==> src/rtl/i2c_regseq_pkg.sv <==
package i2c_regseq_pkg;

  typedef enum logic [1:0] {
    SYM_START = 2'd0,
    SYM_BIT   = 2'd1,
    SYM_STOP  = 2'd2
  } symKind_e;

  typedef enum logic [2:0] {
    SEL_IDW  = 3'd0,
    SEL_ADDR = 3'd1,
    SEL_DATA = 3'd2,
    SEL_IDR  = 3'd3,
    SEL_RX   = 3'd4
  } byteSel_e;

  typedef struct packed {
    logic     accept;    // request taken this cycle
    logic     go;        // start a new bus symbol this cycle
    symKind_e kind;      // kind of that symbol
    logic     load;      // reload the shift register
    byteSel_e sel;       // byte to reload with
    logic     ackSlot;   // current bit is the ninth slot of a byte
    logic     slaveAck;  // ninth slot is answered by the slave
    logic     capture;   // ninth slot ends a received byte
  } seqCtrl_t;

endpackage

==> src/rtl/i2c_regseq_ctrl.sv <==
module i2c_regseq_ctrl
  import i2c_regseq_pkg::*;
(
  input  logic     clk,
  input  logic     rstN,
  input  logic     reqValid,
  input  logic     reqRead,
  input  logic     symDone,
  output seqCtrl_t ctl,
  output logic     busy,
  output logic     done
);

  typedef enum logic {ST_IDLE, ST_RUN} state_e;

  localparam int STEP_W = 3;
  localparam int BIT_W  = 4;
  localparam logic [BIT_W-1:0] ACK_BIT = BIT_W'(8);

  state_e            state;
  logic [STEP_W-1:0] step, nxtStep;
  logic [BIT_W-1:0]  bitIdx, nxtBit;
  logic              isRead;
  logic              finish;
  symKind_e          curKind, nxtKind;
  logic              rxStep;

  // Write: START, IDW, ADDR, DATA, STOP.
  // Read : START, IDW, ADDR, STOP, START, IDR, RX, STOP.
  function automatic symKind_e stepKind(input logic rd, input logic [STEP_W-1:0] s);
    if (s == 3'd0) return SYM_START;
    if (rd) begin
      if (s == 3'd4) return SYM_START;
      if (s == 3'd3 || s == 3'd7) return SYM_STOP;
      return SYM_BIT;
    end
    if (s == 3'd4) return SYM_STOP;
    return SYM_BIT;
  endfunction

  function automatic byteSel_e stepSel(input logic rd, input logic [STEP_W-1:0] s);
    case (s)
      3'd1:    return SEL_IDW;
      3'd2:    return SEL_ADDR;
      3'd3:    return rd ? SEL_IDW : SEL_DATA;
      3'd5:    return SEL_IDR;
      3'd6:    return SEL_RX;
      default: return SEL_IDW;
    endcase
  endfunction

  logic [STEP_W-1:0] lastStep;
  assign lastStep = isRead ? 3'd7 : 3'd4;
  assign curKind  = stepKind(isRead, step);
  assign rxStep   = isRead && (step == 3'd6);

  always_comb begin
    ctl      = '0;
    ctl.kind = SYM_START;
    ctl.sel  = SEL_IDW;
    nxtStep  = step;
    nxtBit   = bitIdx;
    nxtKind  = SYM_START;
    finish   = 1'b0;
    ctl.ackSlot  = (state == ST_RUN) && (curKind == SYM_BIT) && (bitIdx == ACK_BIT);
    ctl.slaveAck = ctl.ackSlot && !rxStep;
    ctl.capture  = ctl.ackSlot && rxStep;
    if (state == ST_IDLE) begin
      if (reqValid) begin
        ctl.accept = 1'b1;
        ctl.go     = 1'b1;
        ctl.kind   = SYM_START;
        nxtStep    = '0;
        nxtBit     = '0;
      end
    end else if (symDone) begin
      if (curKind == SYM_BIT && bitIdx != ACK_BIT) begin
        nxtBit   = bitIdx + 1'b1;
        ctl.go   = 1'b1;
        ctl.kind = SYM_BIT;
      end else if (step == lastStep) begin
        finish = 1'b1;
      end else begin
        nxtStep  = step + 1'b1;
        nxtBit   = '0;
        nxtKind  = stepKind(isRead, nxtStep);
        ctl.go   = 1'b1;
        ctl.kind = nxtKind;
        ctl.load = (nxtKind == SYM_BIT);
        ctl.sel  = stepSel(isRead, nxtStep);
      end
    end
  end

  always_ff @(posedge clk or negedge rstN) begin
    if (!rstN) begin
      state  <= ST_IDLE;
      step   <= '0;
      bitIdx <= '0;
      isRead <= 1'b0;
      done   <= 1'b0;
    end else begin
      step   <= nxtStep;
      bitIdx <= nxtBit;
      done   <= finish;
      if (ctl.accept) begin
        isRead <= reqRead;
        state  <= ST_RUN;
      end else if (finish) begin
        state <= ST_IDLE;
      end
    end
  end

  assign busy = (state == ST_RUN);

  // the completion strobe lasts a single cycle
  assert_done_single_R5: assert property (@(posedge clk) disable iff (!rstN)
    done |=> !done);

  // busy only ends together with the completion strobe
  assert_busy_end_R5: assert property (@(posedge clk) disable iff (!rstN)
    $fell(busy) |-> done);

  // a request arriving mid-transaction does not restart the sequence
  assert_no_restart_R8: assert property (@(posedge clk) disable iff (!rstN)
    (busy && reqValid && !symDone) |=> (step == $past(step)));

endmodule

==> src/rtl/i2c_regseq_dp.sv <==
module i2c_regseq_dp
  import i2c_regseq_pkg::*;
#(
  parameter int         SCL_PERIOD = 20,
  parameter int         SDA_HOLD   = 4,
  parameter logic [7:0] DEV_ID     = 8'h40
) (
  input  logic       clk,
  input  logic       rstN,
  input  seqCtrl_t   ctl,
  input  logic [7:0] reqAddr,
  input  logic [7:0] reqData,
  input  logic       sdaIn,
  output logic       symDone,
  output logic       sclLow,
  output logic       sdaLow,
  output logic [7:0] rdData,
  output logic       ackErr
);

  localparam int HALF     = SCL_PERIOD / 2;
  localparam int HOLD_EFF = (SDA_HOLD < HALF) ? SDA_HOLD : HALF - 1;
  localparam int STOP_LEN = SCL_PERIOD + HALF;
  localparam int CW       = $clog2(STOP_LEN + 1);

  localparam logic [CW-1:0] C_HALF   = CW'(HALF);
  localparam logic [CW-1:0] C_HOLD   = CW'(HOLD_EFF);
  localparam logic [CW-1:0] C_PER    = CW'(SCL_PERIOD);
  localparam logic [CW-1:0] C_BITEND = CW'(SCL_PERIOD - 1);
  localparam logic [CW-1:0] C_STPEND = CW'(STOP_LEN - 1);

  localparam logic [7:0] ID_WR = {DEV_ID[7:1], 1'b0};
  localparam logic [7:0] ID_RD = {DEV_ID[7:1], 1'b1};

  logic [CW-1:0] cnt, lastCnt;
  logic          active;
  symKind_e      kindQ;
  logic [7:0]    addrQ, dataQ, shiftReg, loadVal;
  logic          txLevel;

  assign lastCnt = (kindQ == SYM_STOP) ? C_STPEND : C_BITEND;
  assign symDone = active && (cnt == lastCnt);
  assign txLevel = ctl.ackSlot ? 1'b1 : shiftReg[7];

  always_comb begin
    case (ctl.sel)
      SEL_IDW:  loadVal = ID_WR;
      SEL_ADDR: loadVal = addrQ;
      SEL_DATA: loadVal = dataQ;
      SEL_IDR:  loadVal = ID_RD;
      default:  loadVal = 8'hFF;
    endcase
  end

  always_ff @(posedge clk or negedge rstN) begin
    if (!rstN) begin
      cnt      <= '0;
      active   <= 1'b0;
      kindQ    <= SYM_START;
      addrQ    <= '0;
      dataQ    <= '0;
      shiftReg <= '0;
      rdData   <= '0;
      ackErr   <= 1'b0;
      sclLow   <= 1'b0;
      sdaLow   <= 1'b0;
    end else begin
      if (ctl.accept) begin
        addrQ  <= reqAddr;
        dataQ  <= reqData;
        ackErr <= 1'b0;
      end
      if (active) begin
        cnt <= cnt + 1'b1;
        case (kindQ)
          SYM_START: begin
            sclLow <= 1'b0;
            if (cnt == C_HALF) sdaLow <= 1'b1;
          end
          SYM_BIT: begin
            if (cnt == '0)     sclLow <= 1'b1;
            if (cnt == C_HALF) sclLow <= 1'b0;
            if (cnt == C_HOLD) sdaLow <= !txLevel;
          end
          default: begin
            if (cnt == '0)     sclLow <= 1'b1;
            if (cnt == C_HALF) sclLow <= 1'b0;
            if (cnt == C_HOLD) sdaLow <= 1'b1;
            if (cnt == C_PER)  sdaLow <= 1'b0;
          end
        endcase
      end
      if (symDone && kindQ == SYM_BIT) begin
        if (ctl.slaveAck) begin
          if (sdaIn) ackErr <= 1'b1;
        end else if (ctl.capture) begin
          rdData <= shiftReg;
        end else begin
          shiftReg <= {shiftReg[6:0], sdaIn};
        end
      end
      if (symDone) active <= 1'b0;
      if (ctl.go) begin
        active <= 1'b1;
        cnt    <= '0;
        kindQ  <= ctl.kind;
      end
      if (ctl.load) shiftReg <= loadVal;
    end
  end

  // inside a data or acknowledge bit SDA holds while SCL is high
  assert_sda_steady_R7: assert property (@(posedge clk) disable iff (!rstN)
    (active && kindQ == SYM_BIT && !sclLow && !$past(sclLow) && cnt != '0) |-> $stable(sdaLow));

  // SDA never moves on the same edge at which SCL is pulled low
  generate
    if (HOLD_EFF > 0) begin : g_holdChk
      assert_sda_hold_R7: assert property (@(posedge clk) disable iff (!rstN)
        $rose(sclLow) |-> $stable(sdaLow));
    end
  endgenerate

  // the error flag stays set until a new request is accepted
  assert_err_sticky_R4: assert property (@(posedge clk) disable iff (!rstN)
    (ackErr && !ctl.accept) |=> ackErr);

endmodule

==> src/rtl/i2c_regseq.sv <==
module i2c_regseq
  import i2c_regseq_pkg::*;
#(
  parameter int         SCL_PERIOD = 20,
  parameter int         SDA_HOLD   = 4,
  parameter logic [7:0] DEV_ID     = 8'h40
) (
  input  logic       clk,
  input  logic       rstN,
  input  logic       reqValid,
  input  logic       reqRead,
  input  logic [7:0] reqAddr,
  input  logic [7:0] reqData,
  input  logic       sdaIn,
  output logic       sclDriveLow,
  output logic       sdaDriveLow,
  output logic       busy,
  output logic       done,
  output logic [7:0] rdData,
  output logic       ackErr
);

  seqCtrl_t ctl;
  logic     symDone;

  i2c_regseq_ctrl u_ctrl (
    .clk      (clk),
    .rstN     (rstN),
    .reqValid (reqValid),
    .reqRead  (reqRead),
    .symDone  (symDone),
    .ctl      (ctl),
    .busy     (busy),
    .done     (done)
  );

  i2c_regseq_dp #(
    .SCL_PERIOD (SCL_PERIOD),
    .SDA_HOLD   (SDA_HOLD),
    .DEV_ID     (DEV_ID)
  ) u_dp (
    .clk     (clk),
    .rstN    (rstN),
    .ctl     (ctl),
    .reqAddr (reqAddr),
    .reqData (reqData),
    .sdaIn   (sdaIn),
    .symDone (symDone),
    .sclLow  (sclDriveLow),
    .sdaLow  (sdaDriveLow),
    .rdData  (rdData),
    .ackErr  (ackErr)
  );

  // both lines are released whenever no transaction runs
  assert_idle_release_R5: assert property (@(posedge clk) disable iff (!rstN)
    !busy |-> (!sclDriveLow && !sdaDriveLow));

endmodule

==> config.mk <==
export PLATFORM = sky130hd
export DESIGN_NAME = i2c_regseq
export DESIGN_NICKNAME = d
export VERILOG_FILES = /design/src/rtl/i2c_regseq_pkg.sv /design/src/rtl/i2c_regseq_ctrl.sv /design/src/rtl/i2c_regseq_dp.sv /design/src/rtl/i2c_regseq.sv
export SDC_FILE = /design/constraint.sdc
export NUM_CORES = 1
export LEC_CHECK = 0
export BUFFER_PORTS_ARGS = -buffer_cell sky130_fd_sc_hd__buf_2
export CAP_MARGIN = 5
export CORE_MARGIN = 5
export CORE_UTILIZATION = 35
export CTS_CLUSTER_DIAMETER = 60
export DETAILED_ROUTE_END_ITERATION = 12
export HOLD_SLACK_MARGIN = 0.15
export PLACE_DENSITY = 0.63
export SLEW_MARGIN = 5
export SYNTH_ARGS = -nofsm -noshare
export SYNTH_HDL_FRONTEND = slang
export SYNTH_HIERARCHICAL = 1
export SYNTH_SLANG_ARGS = --single-unit
==> constraint.sdc <==
create_clock -name clk -period 4.45 [get_ports clk]
set_input_delay 0.2225 -clock clk [delete_from_list [all_inputs] [get_ports clk]]
set_output_delay 0.2225 -clock clk [all_outputs]
set_load 0.03 [all_outputs]
* Word-level counts from Yosys, hierarchy flattened
Cells that the tools add are included.
Storage, ports and cells: output and inout bits 13, register bits after elaboration 53, word-level logic and storage cells 198, input bits 21
Operators by class: muxes and demuxes 117, bitwise operators 1, equality and inequality tests 32, reduce and logical (&&, ||, !) cells 30, add/sub/neg operators 3
Operators with widths (number):
- $mux 1 | 64
- $mux 2 | 26
- $mux 4 | 9
- $mux 8 | 4
- $pmux 8 s4 | 1
- $eq 3x3->1 const B | 7
- $mux 3 | 7
- $eq 3x2->1 const B | 5
- $mux 7 | 2
- $pmux 3 s4 | 1
- $mux 5 | 2
- $ne 2x1->1 const B | 5
- $reduce_bool 2->1 | 5
- $logic_not 3->1 | 3
- $reduce_and 3->1 | 3
- $logic_and 1x1->1 | 8
- $reduce_and 4->1 | 2
- $eq 2x1->1 const B | 3
- $reduce_bool 3->1 | 2
- $add 5x1->5 const B | 1
- $eq 5x3->1 const B | 1
- $eq 5x4->1 const B | 1
- $eq 5x5->1 | 1
- $eq 5x5->1 const B | 1
- other kinds (16) | 19

* Longest topological paths before layout
depth after elaboration 50, depth in mapped cells 12, depth with buffers taken out 10

* Cells and area by module
The synthesis kept the hierarchy.
Modules (own cells, without submodules):
- i2c_regseq_dp | instances 1, cells an instance 175, sequential area each 1076.0 um^2, area an instance 2082.0 um^2
- i2c_regseq_ctrl | instances 1, cells an instance 86, sequential area each 250.2 um^2, area an instance 787.0 um^2

* Worst setup path after synthesis
No wires, ideal clock.
path kind reg2reg, start point register u_dp.active, end point register u_dp.shiftReg[6], stages on the path, launching flop included 12, setup slack 1787 ps, buffers on the path 2, clock period less this slack 2663 ps, required time 4318 ps, setup time 132 ps, data arrival time 2531 ps, cell sequence dfrtp_1 clkbuf_1 o2111ai_1 nor2_1 nand2_1 or3_1 buf_6 a21oi_1 nor2b_1 nand2b_1 a21oi_1 a31oi_1
RTL lines:
- from (decl) | RTL line i2c_regseq_dp.sv:36 | logic active;
- from (signal assigned) | RTL line i2c_regseq_dp.sv:58 | active <= 1'b0;
- from (signal assigned) | RTL line i2c_regseq_dp.sv:102 | if (symDone) active <= 1'b0;
- from (signal assigned) | RTL line i2c_regseq_dp.sv:104 | active <= 1'b1;
- to (signal assigned) | RTL line i2c_regseq_dp.sv:99 | shiftReg <= {shiftReg[6:0], sdaIn};
- to (signal assigned) | RTL line i2c_regseq_dp.sv:108 | if (ctl.load) shiftReg <= loadVal;
- to (decl) | RTL line i2c_regseq_dp.sv:38 | logic [7:0] addrQ, dataQ, shiftReg, loadVal;

==> flow_summary.toml <==
[place]
dp_hpwl_mm = 4.388
dpl_worst_slack_ps = 1407
dp_cells = 387
io_buffers = 33
gp_congestion = 0.8407

[cts]
cts-buffers-inserted = 5
cts_setup_buffers = 0
cts_tree = "built"
clkTransAtPathRegs_ps = 100
clock_path_buffers = 2
cts-root-buf = "clkbuf_8"
cts_num_sinks = 53
htreeDepth = 2
cts-resized-gates = 0
insertion_delay_ps = 310

[global_route]
grt.met2_usage_pct = 21.20
grt_util_met3_pct = 2.007
grt_antenna_before_repair = 0
grt_usage_pct = 13.00
grt_pass1_vias = 2138
overflow = 0
grt_max_degree = 54
grt_pass1_wl_mm = 10.61
grt_use_met1_pct = 17.72
top_usage_layer = "met2"

[synth]
syn-num-nets = 296
syn-cell-area_sq_um = 2869
syn-mean-instance-area_sq_um = 10.99
yosysWarningCount = 6
synth.yosys.seq_area_share_pct = 46.23
synth_edf_count = 0
yosysTopAreaCell = "dfrtp_1"
synth_seq_cells = 53
synth_area_leaders = "dfrtp_1 (46%), mux2_2 (11%), ha_1 (6.1%)"
synth_cells = 261
ys_async_sr_fraction_pct = 100.0
ys_types = 54
synth_top_area_share_pct = 46.23
ys.flop_type = "dfrtp_1"

[pwr]
ir_drop_uv = 139.7
power_frac_seq_pct = 49.8
power.leakage_nw = 1.581
pwr-share-clk_pct = 17.0
switchingPower_mw = 0.6287
p_per_area_nw_per_um2 = 484.1
p_comb_share_pct = 33.2
internal-power_mw = 1.005
p_sw_share_pct = 38.48

[sta]
drv_slew = 0
worstMarginPinSlew_ps = 861.1
setup_viol = 0
setup_slack_ps = 1360
max_clock_freq_mhz = 323.6
relSlewSlack_pct = 42.25
finClkSkew_ps = 11.30
rsz0062_at_grt = "false"
hold_viol = 0
fin_crit_sh_pct = 69.43
setup_tns_ps = 0
post-route-min-period_ps = 3090

[cells_and_area]
drive_gt1_share_pct = 27.27
multi_input_comb_area_sq_um = 1403
fillers = 805
nets = 342
diodes = 0
area_growth_pct = 17.62
fin_cells = 413
regArea_sq_um = 1326
post-route-util_pct = 41.70

[routing]
route.final.wire_length_mm = 6.160
route.detailed.drc = 0
drt_first_pass_iters = 4
viasPerCell = 5.165
wire_per_inst_microns = 14.92
drt_iter0_markers = 94
num_vias = 2133
ant_nets = 0

[hold_path]
hold_class = "in -> reg"
hold_end = "u_ctrl/busy$_DFFE_PN0P_"
worstHoldPathCells = 3
hold_start = "reqValid"

[setup_path]
start_kind = "register"
r2r_start = "u_dp/kindQ[1]$_DFFE_PN0P_"
r2r_slack_ps = 1360
ff2ff_path_depth = 9
end_kind = "register"
required_ps = 4620
crit_arrival_ps = 3260
critical_path.max_fanout = 7
reg2reg_to = "u_dp/shiftReg[4]$_DFFE_PN0P_"
crit_type = "reg -> reg"

[outcome]
status = "completed"

[floorplanning]
die_h_microns = 100.5
initial_core_util_pct = 35.45
num_rows = 33
dieArea_sq_um = 10110
io_pins = 34
fp.dieW_microns = 100.5
core_area_sq_um = 8093

[flow_run]
drv_cap = 0
-- area by class of cell --
type,count,area share [%]
flip-flops and latches,53,39.30
clock buffers,5,2.039
clock inverters,3,0.6303
repair buffers,53,10.68
inverters,17,1.891
well taps,105,3.893
multi-input cells,177,41.56
-- placed cells by master, fill, tap and decap left out, drive strengths merged, types with 3 or more instances in the layout --
cell / count
nand2b: 7
nand4: 5
inv: 18
clkbuf: 5
or3: 4
nor2b: 5
ha: 14
o31ai: 3
nor2: 20
mux2: 28
nor3: 5
o21ai: 4
o22ai: 7
a21oi: 8
nand2: 12
a221oi: 6
buf: 35
dfrtp: 53
dlygate4sd3: 18
mux2i: 5
a31oi: 3
a41oi: 6
nand3: 8
-- cell families after synthesis --
kind of cell | after synthesis | share of synthesized area [%]
multiplexers | 33 | 12.87
XOR/XNOR | 4 | 1.221
AND/OR/NAND/NOR | 76 | 15.18
AO/OA/AOI/OAI | 50 | 13.52
flip-flops | 53 | 46.23
buffers and inverters | 31 | 4.884
adder cells (fa/ha/maj) | 14 | 6.106
-- metal layers --
layer | part of all wire (%) | routed length, microns
met5 | 0 | 0
met1 | 47 | 2879
met4 | 1.8 | 109
met3 | 3.6 | 224
met2 | 48 | 2947
-- worst max-delay path: stages, from the launching register on --
cell and delay [ps]:
dfrtp_1 450, nor2b_4 230, o2111ai_1 240, nor2_1 290, nand2_1 190, or3_1 480
a21oi_1 280, nor2b_1 170, a221oi_1 450, o22ai_1 170
-- power by group through the flow --
stage | Clock (mW) | Combinational (mW) | Sequential [mW]
after floorplan | 0 | 0.467 | 0.742
after global placement | 0 | 0.507 | 0.813
after detailed placement | 0 | 0.525 | 0.822
after CTS | 0.289 | 0.541 | 0.811
after global routing | 0.311 | 0.621 | 0.840
final | 0.278 | 0.542 | 0.814
-- worst max path at each step --
stage / from / slack [ps] / cells past startpoint / end
2_1_floorplan: u_dp/active$_DFFE_PN0P_ / 1790 / 11 / u_dp/shiftReg[6]$_DFFE_PN0P_
3_3_place_gp: u_dp/kindQ[1]$_DFFE_PN0P_ / 1610 / 9 / u_dp/shiftReg[1]$_DFFE_PN0P_
3_5_place_dp: u_dp/kindQ[1]$_DFFE_PN0P_ / 1410 / 9 / u_dp/shiftReg[4]$_DFFE_PN0P_
4_1_cts: u_dp/kindQ[1]$_DFFE_PN0P_ / 1380 / 9 / u_dp/shiftReg[4]$_DFFE_PN0P_
5_1_grt: u_dp/kindQ[1]$_DFFE_PN0P_ / 1060 / 9 / u_dp/shiftReg[4]$_DFFE_PN0P_
6_report: u_dp/kindQ[1]$_DFFE_PN0P_ / 1360 / 9 / u_dp/shiftReg[4]$_DFFE_PN0P_
-- flip-flops by register name, indices dropped and copies added (netlist names) --
name and flops:
u_dp/sdaLow 1, u_ctrl/bitIdx 4, u_dp/cnt 5, u_dp/kindQ 2, u_ctrl/busy 1, u_dp/active 1
u_ctrl/isRead 1, u_ctrl/step 3, u_dp/rdData 8, u_ctrl/done 1, u_dp/ackErr 1, u_dp/shiftReg 8
u_dp/addrQ 8, u_dp/dataQ 8, u_dp/sclLow 1
-- synthesized netlist by cell type, types with 7 or more instances --
master	number
a21oi_1	7
ha_1	14
nor2_1	20
nand3_1	8
clkbuf_1	8
nand2_1	12
inv_1	17
dfrtp_1	53
o22ai_1	7
mux2_2	27
-- through the flow --
step                hold WS (ps)  power (mW)  area, sq um
floorplan                 -73.09       1.209         2869
global placement           388.3       1.320         3104
detailed placement         389.6       1.347         3104
CTS                        151.6       1.642         3364
global route               173.0       1.773         3374
finish                     163.6       1.634         3374
-- timing repair --
action                     in CTS  in global routing
hold buffers                   17                  1
hold endpoints to repair       69                  1
setup endpoints to repair       0                  0
Note: power is estimated with default switching activity, not from simulation.
